===== config.mk =====
export PLATFORM = sky130hd
export DESIGN_NAME = spst_addsub
export DESIGN_NICKNAME = d
export VERILOG_FILES = /design/src/rtl/spst_pkg.sv /design/src/rtl/spst_seg_adder.sv /design/src/rtl/spst_ext_detect.sv /design/src/rtl/spst_sign_fill.sv /design/src/rtl/spst_addsub.sv
export SDC_FILE = /design/constraint.sdc
export NUM_CORES = 1
export LEC_CHECK = 0
export BUFFER_PORTS_ARGS = -buffer_cell sky130_fd_sc_hd__buf_2
export CORE_ASPECT_RATIO = 1.5
export CORE_MARGIN = 5
export CORE_UTILIZATION = 30
export CTS_CLUSTER_DIAMETER = 150
export DETAILED_ROUTE_END_ITERATION = 10
export GPL_ROUTABILITY_DRIVEN = 0
export HOLD_SLACK_MARGIN = 0.1
export PLACE_DENSITY = 0.53
export SLEW_MARGIN = 20
export SYNTH_ARGS = -nofsm -noshare
export SYNTH_HDL_FRONTEND = slang
export SYNTH_HIERARCHICAL = 1
export SYNTH_SLANG_ARGS = --single-unit

===== constraint.sdc =====
create_clock -name clk -period 4.9 [get_ports clk]
set_input_delay 0.735 -clock clk [delete_from_list [all_inputs] [get_ports clk]]
set_output_delay 0.735 -clock clk [all_outputs]
set_load 0.01 [all_outputs]

===== src/rtl/spst_pkg.sv =====
package spst_pkg;

    typedef enum logic {
        OP_ADD = 1'b0,
        OP_SUB = 1'b1
    } op_e;

endpackage


===== src/rtl/spst_seg_adder.sv =====
module spst_seg_adder #(
    parameter int SEG_W = 8
) (
    input  logic [SEG_W-1:0] x,
    input  logic [SEG_W-1:0] y,
    input  logic             cin,
    output logic [SEG_W-1:0] s,
    output logic             co
);
    localparam int EXT_W = SEG_W + 1;

    logic [EXT_W-1:0] total;

    always_comb begin
        total = {1'b0, x} + {1'b0, y} + {{SEG_W{1'b0}}, cin};
        s     = total[SEG_W-1:0];
        co    = total[SEG_W];
    end
endmodule


===== src/rtl/spst_ext_detect.sv =====
module spst_ext_detect #(
    parameter int DATA_W = 16,
    parameter int LOW_W  = 8
) (
    input  logic [DATA_W-1:0] opnd,
    output logic              quiet
);
    localparam int HIGH_W = DATA_W - LOW_W;

    logic [HIGH_W-1:0] match;

    for (genvar i = 0; i < HIGH_W; i++) begin : g_cmp
        assign match[i] = (opnd[LOW_W + i] == opnd[LOW_W-1]);
    end

    assign quiet = &match;
endmodule


===== src/rtl/spst_sign_fill.sv =====
module spst_sign_fill #(
    parameter int HIGH_W = 8
) (
    input  logic              sign_x,
    input  logic              sign_y,
    input  logic              c_low,
    output logic [HIGH_W-1:0] fill,
    output logic              co
);
    logic fill_bit;

    always_comb begin
        // Upper bytes are 0x00 or 0xFF: their sum plus c_low is a pure
        // replication of one bit, with a carry-out derived from the same terms.
        fill_bit = (sign_x & sign_y) | ((sign_x ^ sign_y) & ~c_low);
        co       = (sign_x & sign_y) | ((sign_x ^ sign_y) &  c_low);
        fill     = {HIGH_W{fill_bit}};
    end
endmodule


===== src/rtl/spst_addsub.sv =====
module spst_addsub #(
    parameter int DATA_W = 16,
    parameter int LOW_W  = 8
) (
    input  logic              clk,
    input  logic              rst_n,
    input  logic [DATA_W-1:0] a,
    input  logic [DATA_W-1:0] b,
    input  logic              sub,
    output logic [DATA_W-1:0] sum,
    output logic              cout
);
    import spst_pkg::*;

    localparam int HIGH_W = DATA_W - LOW_W;

    typedef struct packed {
        logic [DATA_W-1:0] res;
        logic              co;
        logic [HIGH_W-1:0] hold_x;
        logic [HIGH_W-1:0] hold_y;
        logic              live;
    } state_t;

    state_t st_d, st_q;

    op_e               op;
    logic [DATA_W-1:0] b_eff;
    logic              cin;
    logic              quiet_a, quiet_b, skip;
    logic [LOW_W-1:0]  lo_sum;
    logic              c_lo;
    logic [HIGH_W-1:0] up_x, up_y, up_sum, fill;
    logic              c_up, c_fill;

    assign op    = op_e'(sub);
    assign b_eff = (op == OP_SUB) ? ~b : b;
    assign cin   = (op == OP_SUB);

    spst_ext_detect #(.DATA_W(DATA_W), .LOW_W(LOW_W)) u_det_a (
        .opnd (a),
        .quiet(quiet_a)
    );

    spst_ext_detect #(.DATA_W(DATA_W), .LOW_W(LOW_W)) u_det_b (
        .opnd (b),
        .quiet(quiet_b)
    );

    assign skip = quiet_a & quiet_b;

    spst_seg_adder #(.SEG_W(LOW_W)) u_lo (
        .x  (a[LOW_W-1:0]),
        .y  (b_eff[LOW_W-1:0]),
        .cin(cin),
        .s  (lo_sum),
        .co (c_lo)
    );

    // Frozen operands feed the upper adder while it is not needed
    assign up_x = skip ? st_q.hold_x : a[DATA_W-1:LOW_W];
    assign up_y = skip ? st_q.hold_y : b_eff[DATA_W-1:LOW_W];

    spst_seg_adder #(.SEG_W(HIGH_W)) u_hi (
        .x  (up_x),
        .y  (up_y),
        .cin(c_lo),
        .s  (up_sum),
        .co (c_up)
    );

    spst_sign_fill #(.HIGH_W(HIGH_W)) u_fill (
        .sign_x(a[LOW_W-1]),
        .sign_y(b_eff[LOW_W-1]),
        .c_low (c_lo),
        .fill  (fill),
        .co    (c_fill)
    );

    always_comb begin
        st_d      = st_q;
        st_d.live = 1'b1;
        st_d.res  = {(skip ? fill : up_sum), lo_sum};
        st_d.co   = skip ? c_fill : c_up;
        if (!skip) begin
            st_d.hold_x = a[DATA_W-1:LOW_W];
            st_d.hold_y = b_eff[DATA_W-1:LOW_W];
        end
    end

    always_ff @(posedge clk) begin
        if (!rst_n) begin
            st_q <= '0;
        end else begin
            st_q <= st_d;
        end
    end

    assign sum  = st_q.res;
    assign cout = st_q.co;

    // Independent full-width reference for the assertions
    logic [DATA_W:0] ref_full;
    assign ref_full = {1'b0, a} + {1'b0, b_eff} + {{DATA_W{1'b0}}, cin};

    AST_RESET_CLEAR: assert property (@(posedge clk)
        !rst_n |=> (sum == '0 && cout == 1'b0));

    AST_EXACT_RESULT: assert property (@(posedge clk) disable iff (!rst_n)
        1'b1 |=> ({cout, sum} == $past(ref_full)));

    AST_FILL_UNIFORM: assert property (@(posedge clk) disable iff (!rst_n)
        skip |=> (sum[DATA_W-1:LOW_W] == '0 || sum[DATA_W-1:LOW_W] == '1));

    AST_HOLD_STABLE: assert property (@(posedge clk) disable iff (!rst_n)
        (st_q.live && skip) |=> (st_q.hold_x == $past(st_q.hold_x)
                                 && st_q.hold_y == $past(st_q.hold_y)));

    AST_GATED_QUIET: assert property (@(posedge clk) disable iff (!rst_n)
        (st_q.live && skip) |=> (!skip || ($stable(up_x) && $stable(up_y))));

    AST_SKIP_RULE: assert property (@(posedge clk) disable iff (!rst_n)
        skip |-> (a[DATA_W-1:LOW_W] == {HIGH_W{a[LOW_W-1]}}
                  && b_eff[DATA_W-1:LOW_W] == {HIGH_W{b_eff[LOW_W-1]}}));
endmodule


==> results by group, run 1 <==
Worst setup path
  – Slowest cell delay on critical path: 0.45 ns
  – CP most frequent cell: fa_1
  – R2R Path End: sum[14]$_SDFF_PN0_
  – Setup crit start kind: input port
  – Reg2reg path depth: 10
  – R2R Setup Slk: 2.46 ns
  – CP required: 5.10 ns
  – CP Class: input port to flip-flop
  – Crit end category: flip-flop
  – Cells along the critical path: buf_2 -> buf_4 -> fa_1 -> fa_1 -> a21oi_1 -> nor2b_1 -> a31oi_1 -> o21ai_0 -> fa_1 -> fa_1 -> a21oi_1 -> nor2_1 -> nor2_1 -> xnor2_1 -> a21bo_2 -> a21oi_1
  – RR Startpoint: st_q[1]$_SDFFE_PN0N_
  – CP max FO: 16
  – Slowest CP cell: fa_1
  – Crit path DAT: 4.41 ns

Power and ir drop
  – Sw power: 0.268 mW
  – Flop pwr share: 34.3%
  – Pleak: 1.26 nW
  – Int Power: 0.633 mW
  – Sw frac: 29.8%
  – Clk pwr share: 33.5%
  – Peak VDD IR: 126 uV
  – Pwr Density: 323 mW/mm^2
  – Tot Pwr: 0.901 mW
  – Comb power frac: 32.1%

Die
  – Core footprint: 0.00806 mm^2
  – Initial Utilization: 30.9%
  – Die area: 0.0103 mm^2
  – Row count: 40
  – Width of the die: 84.4 um
  – IO Count: 52
  – Die Y: 122 um

Global routing
  – Initial antenna violation count: 0
  – All-layer global routing usage: 11.6%
  – Number of global-route vias before repair: 2129
  – Grt total ovfl: 0
  – First-pass GRT wire length: 9650 um
  – Largest net degree at the start of global routing: 26

Synthesis
  – Compound-Gate Fraction of Synth Area: 23.2%
  – Post-synth EDFFs: 0
  – Post-synthesis mux area share: 0.401%
  – Synth Register Bits: 33
  – Mapped Area: 0.00249 mm^2
  – Cell variety after synth: 40
  – Xor and xnor area share after synthesis: 9.38%
  – Main combinational cell family by area after synthesis: compound AO/OA/AOI/OAI gates
  – Ys flop type: dfxtp_1
  – Ys async rst share: 0%
  – Adder-cell share of the synthesized area: 10.7%
  – Leading area contributor after synthesis: dfxtp_1
  – Synth top area share: 26.5%
  – Mapped Cells: 281
  – Synth area leaders: dfxtp_1 26%, buf_4 7.5%, ha_1 7.5%
  – Sequential share of the synthesized area: 26.5%
  – Post-Synth Simple-Gate Area: 16.8%
  – Yosys warns: 6
  – Post-synthesis area per instance: 8.87 um^2
  – Post-Syn Nets: 335

Run status
  – Status: finished clean

Detailed routing
  – Routed wire length: 5720 um
  – Wire length per cell: 13.9 um
  – Via density: 4.85
  – Vias after detailed routing: 2000
  – Iter 0 DRT Violations: 77
  – Post-route ant nets: 0
  – DRC viols: 0
  – First-pass detailed-route iteration total: 4

Timing
  – Actual slew at the worst max-slew pin: 0.733 ns
  – Period utilisation layout: 86.0%
  – Fin Setup TNS: 0 ns
  – Final hold viol count: 0
  – Final Max Slew Viols: 0
  – Final setup fails: 0
  – Fmax: 237 MHz
  – Setup repair after global routing missed its margin: false
  – Final Skew: 0.00585 ns
  – Min Tclk post-route: 4.21 ns
  – Relative slew slack: 51.1%

CTS
  – Clock buffer depth: 2
  – Hold Buf Count CTS: 0
  – CTS tree: done
  – Post CTS Setup Buffer Count: 0
  – Post-CTS Resized: 0
  – Root Buffer: clkbuf_16
  – Skew-Pair Late Insertion Delay: 0.28 ns
  – H-tree depth: 2
  – Clk sinks: 33
  – Num CTS Buffers: 5
  – Worst-path clk slew: 0.06 ns

Worst hold path
  – Hold_sp: st_q[15]$_SDFFE_PN0N_
  – Hold depth: 2
  – Hold WC Path Type: flip-flop to flip-flop
  – Hold path endpoint: st_q[15]$_SDFFE_PN0N_

Finish
  – Antenna cells: 0
  – Post-layout nets: 360
  – Commonest non-fill, non-tap cell in the layout: buf_2
  – Area Overhead vs Synth: 11.8%
  – Most frequent cells in the layout: 51 x buf_2, 34 x a21oi_1, 33 x dfxtp_1
  – Share of cells above drive strength 1: 30.3%

Placed design
  – IO buf count: 51
  – Post-DP HPWL: 4530 um

Flow run
  – Number of max-cap violations: 0
[worst max-delay path: cells and delay by family]
kind	cells	cell delay [ns]
adders and majority gates	4	1.75
AOI/OAI and AO/OA	6	1.19
and+or+nand+nor	3	0.28
xor gates and xnor gates	1	0.12
buffers and inverters	2	0.32
[logic make-up after synthesis]
group | count (synthesis)
adders and majority gates | 19
xor gates and xnor gates | 25
buffers and inverters | 45
and+or+nand+nor | 78
muxes | 1
AOI/OAI and AO/OA | 80
DFF | 33
[power by group through the flow]
stage	registers, mW	clock network [mW]	logic [mW]
after floorplan	0.315	0	0.256
after global placement	0.317	0	0.290
after detailed placement	0.316	0	0.292
after CTS	0.311	0.310	0.295
after global routing	0.313	0.321	0.323
final	0.310	0.302	0.290
[how the worst max path moves through the flow]
stage               start                  to  slack (ns)  cells past startpoint
floorplan             sub  sum[14]$_SDFF_PN0_        0.56                     17
global placement      sub  sum[14]$_SDFF_PN0_        0.50                     16
detailed placement    sub  sum[14]$_SDFF_PN0_        0.44                     16
CTS                   sub  sum[14]$_SDFF_PN0_        0.70                     16
global route          sub  sum[14]$_SDFF_PN0_        0.46                     16
finish                sub  sum[14]$_SDFF_PN0_        0.69                     16
[Yosys cell counts (2+ instances only)]
library cell,n
buf_2,7
nor2_1,5
xor2_1,11
ha_1,15
nand2_1,17
nand3_1,24
o21ai_0,3
a211oi_1,6
a21bo_2,17
buf_6,5
and2_1,8
a311o_1,2
buf_4,25
xnor2_2,2
inv_1,4
a21oi_1,34
and3b_1,8
nor3_1,6
o21bai_1,2
a21o_1,4
o31ai_1,2
nor2b_1,3
a211oi_2,3
fa_1,4
dfxtp_1,33
nand4_1,2
inv_2,2
nor4_1,4
xnor2_1,12
[metrics by stage]
stage	util, %	worst slack [ns]	hold slack, ns	instance area [um^2]	std cells
after floorplan	-	0.557	0.452	2490	281
after global routing	34.6	0.464	0.503	2790	412
after detailed placement	32.9	0.439	0.470	2650	404
final	34.6	0.688	0.474	2790	412
after global placement	32.9	0.495	0.460	2650	404
after CTS	34.6	0.702	0.477	2790	412
[cell type report]
type | instances | area, um^2
sequential | 33 | 661
clock inverter | 2 | 10.0
multi-input combinational | 203 | 1540
fill | 864 | 5270
clock buffer | 6 | 129
timing repair buffer | 57 | 300
tap | 105 | 131
inverter | 6 | 22.5
[layer usage]
| layer | global-route usage, % | routed length [um] | part of all wire [%] |
|---|---|---|---|
| met5 | 0 | 0 | 0 |
| met2 | 21.5 | 2940 | 51 |
| met4 | 4.16 | 94 | 1.6 |
| met1 | 12.7 | 2390 | 42 |
| met3 | 2.77 | 298 | 5.2 |
[registers in the layout (all words and copies together), names as in the netlist]
name / count
st_q: 16
sum: 16
cout: 1
Power figures use the tool's default switching activity.
==> inputs of run 2 (changes only) <==
--- a/config.mk
+++ b/config.mk
@@ -13,9 +13,8 @@
 export DETAILED_ROUTE_END_ITERATION = 10
 export GPL_ROUTABILITY_DRIVEN = 0
 export HOLD_SLACK_MARGIN = 0.1
-export PLACE_DENSITY = 0.53
+export PLACE_DENSITY = 0.54
 export SLEW_MARGIN = 20
 export SYNTH_ARGS = -nofsm -noshare
 export SYNTH_HDL_FRONTEND = slang
-export SYNTH_HIERARCHICAL = 1
 export SYNTH_SLANG_ARGS = --single-unit
==> run 2 against run 1 <==
Compared with the run above: final cell count shrank 8.0%; worst hold slack gained 0.099 ns; critical path type unchanged; die area shrank 8.6%; core utilization grew 0.67 points; flip-flop and latch count is the same; wire length shrank 11%; setup slack gained 0.17 ns; non-clock buffer count shrank 6; synthesized area shrank 9.6%; maximum frequency grew 4.3%; count of clock-buffer cells in the layout shrank 1.
==> results by group, run 2 <==
Run status
  – Status: finished clean

Global routing
  – Largest net degree at the start of global routing: 29
  – First-pass GRT wire length: 8080 um
  – All-layer global routing usage: 11.5%
  – Number of global-route vias before repair: 1771
  – Grt total ovfl: 0
  – Initial antenna violation count: 0

Synthesis
  – Synth area leaders: dfxtp_1 29%, ha_1 7.8%, xor2_1 6.6%
  – Ys async rst share: 0%
  – Mapped Cells: 243
  – Synth top area share: 29.3%
  – Post-Syn Nets: 295
  – Cell variety after synth: 43
  – Ys flop type: dfxtp_1
  – Most instantiated library cell after synthesis: dfxtp_1
  – Post-synthesis area per instance: 9.28 um^2
  – Mapped Area: 0.00225 mm^2
  – Leading cell types by count after synthesis: 33 x dfxtp_1, 17 x xor2_1, 16 x buf_4
  – Synth Register Bits: 33
  – Leading area contributor after synthesis: dfxtp_1
  – Post-synth EDFFs: 0
  – Sequential share of the synthesized area: 29.3%
  – Yosys warns: 0

Die
  – Die Y: 116 um
  – Row count: 38
  – Core footprint: 0.00727 mm^2
  – Die area: 0.00939 mm^2
  – Width of the die: 80.8 um
  – IO Count: 52
  – Initial Utilization: 31.0%

Finish
  – Area Overhead vs Synth: 13.8%
  – Share of cells above drive strength 1: 28.0%
  – Antenna cells: 0
  – Commonest non-fill, non-tap cell in the layout: buf_2
  – Number of fill cells: 756
  – Most frequent cells in the layout: 51 x buf_2, 33 x dfxtp_1, 17 x xor2_1
  – Post-layout nets: 330

Worst setup path
  – CP required: 5.05 ns
  – Setup crit start kind: input port
  – Slowest cell delay on critical path: 0.57 ns
  – Crit path DAT: 4.19 ns
  – Crit end category: flip-flop
  – CP Class: input port to flip-flop
  – CP max FO: 28
  – Cells along the critical path: buf_2 -> or4_4 -> nor4_4 -> o22ai_4 -> mux2_2 -> fa_1 -> a211oi_1 -> o41ai_1 -> o41ai_1 -> a21oi_1
  – CP most frequent cell: o41ai_1
  – Slowest CP cell: a211oi_1

CTS
  – Worst-path clk slew: 0.07 ns
  – Clk sinks: 33
  – CTS tree: done
  – Post-CTS Resized: 0
  – Clock buffer depth: 2
  – Root Buffer: clkbuf_8
  – H-tree depth: 2
  – Skew-Pair Late Insertion Delay: 0.29 ns
  – Post CTS Setup Buffer Count: 0
  – Hold Buf Count CTS: 0
  – Num CTS Buffers: 5

Timing
  – Relative slew slack: 40.2%
  – Final Max Slew Viols: 0
  – Fmax: 248 MHz
  – Setup repair after global routing missed its margin: false
  – Final Skew: 0.00421 ns
  – Min Tclk post-route: 4.04 ns
  – Fin Setup TNS: 0 ns
  – Final hold viol count: 0
  – Actual slew at the worst max-slew pin: 0.896 ns
  – Final setup fails: 0
  – Period utilisation layout: 82.4%

Detailed routing
  – Wire length per cell: 13.5 um
  – Via density: 4.62
  – Iter 0 DRT Violations: 61
  – DRC viols: 0
  – First-pass detailed-route iteration total: 4
  – Routed wire length: 5100 um
  – Post-route ant nets: 0
  – Vias after detailed routing: 1751

Power and ir drop
  – Pwr Density: 298 mW/mm^2
  – Peak VDD IR: 133 uV
  – Tot Pwr: 0.766 mW
  – Pleak: 1.18 nW

Flow run
  – Number of max-cap violations: 0

Worst hold path
  – Hold WC Path Type: flip-flop to flip-flop

Placed design
  – Post-DP HPWL: 4140 um
  – IO buf count: 51
## run 2: per-layer routing
| layer | global-route usage, % | vias up | part of all wire [%] |
|---|---|---|---|
| met3 | 3.40 | 7 | 5.3 |
| met1 | 11.1 | 797 | 38 |
| met5 | 0 | - | 0 |
| met4 | 5.41 | 0 | 2.5 |
| li1 | - | 914 | - |
| met2 | 21.8 | 33 | 54 |
## run 2: worst paths after layout
check | from | end | slack [ns] | cells after the start
worst max-delay path | b[10] | sum[13]$_SDFF_PN0_ | 0.86 | 10
worst min-delay path | st_q[10]$_SDFFE_PN0N_ | st_q[10]$_SDFFE_PN0N_ | 0.57 | 2
worst max register to register | st_q[1]$_SDFFE_PN0N_ | sum[13]$_SDFF_PN0_ | 2.40 | 6
worst min register to register | st_q[10]$_SDFFE_PN0N_ | st_q[10]$_SDFFE_PN0N_ | 0.57 | 2
## run 2: stage by stage
stage	hold slack, ns	cells	util, %	instance area [um^2]	setup slack (ns)
after global routing	0.619	379	35.3	2570	0.630
after CTS	0.580	379	35.3	2570	0.885
after detailed placement	0.563	371	34.1	2480	0.634
after floorplan	0.508	243	-	2250	0.696
final	0.572	379	35.3	2570	0.863
after global placement	0.546	371	34.1	2480	0.670
## run 2: area by class of cell
class / instances / area [um^2] / area share (%)
clock buffers: 5 / 68.8 / 2.68
clock inverters: 3 / 17.5 / 0.683
inverters: 12 / 45.0 / 1.76
multi-input cells: 175 / 1390 / 54.3
flip-flops and latches: 33 / 661 / 25.7
well taps: 100 / 125 / 4.88
repair buffers: 51 / 255 / 9.95
## run 2: cells by family after synthesis
kind of cell	after synthesis	share of synthesized area (%)
compound gates	49	14.9
xor+xnor	21	8.16
fa+ha+maj	17	10.4
buf+inv	35	8.88
flops	33	29.3
mux	19	10.0
simple gates	69	18.3
## run 2: worst max-delay path, delay by kind of cell
kind,cells,cell delay (ns)
AO/OA/AOI/OAI,5,1.63
adder cells (fa/ha/maj),1,0.47
buffers and inverters,1,0.12
multiplexers,1,0.39
AND/OR/NAND/NOR,2,0.84
## run 2: power by group
part	switching (mW)	internal [mW]
registers	0.00600	0.300
logic	0.140	0.116
clock network	0.105	0.0980
total	0.251	0.515
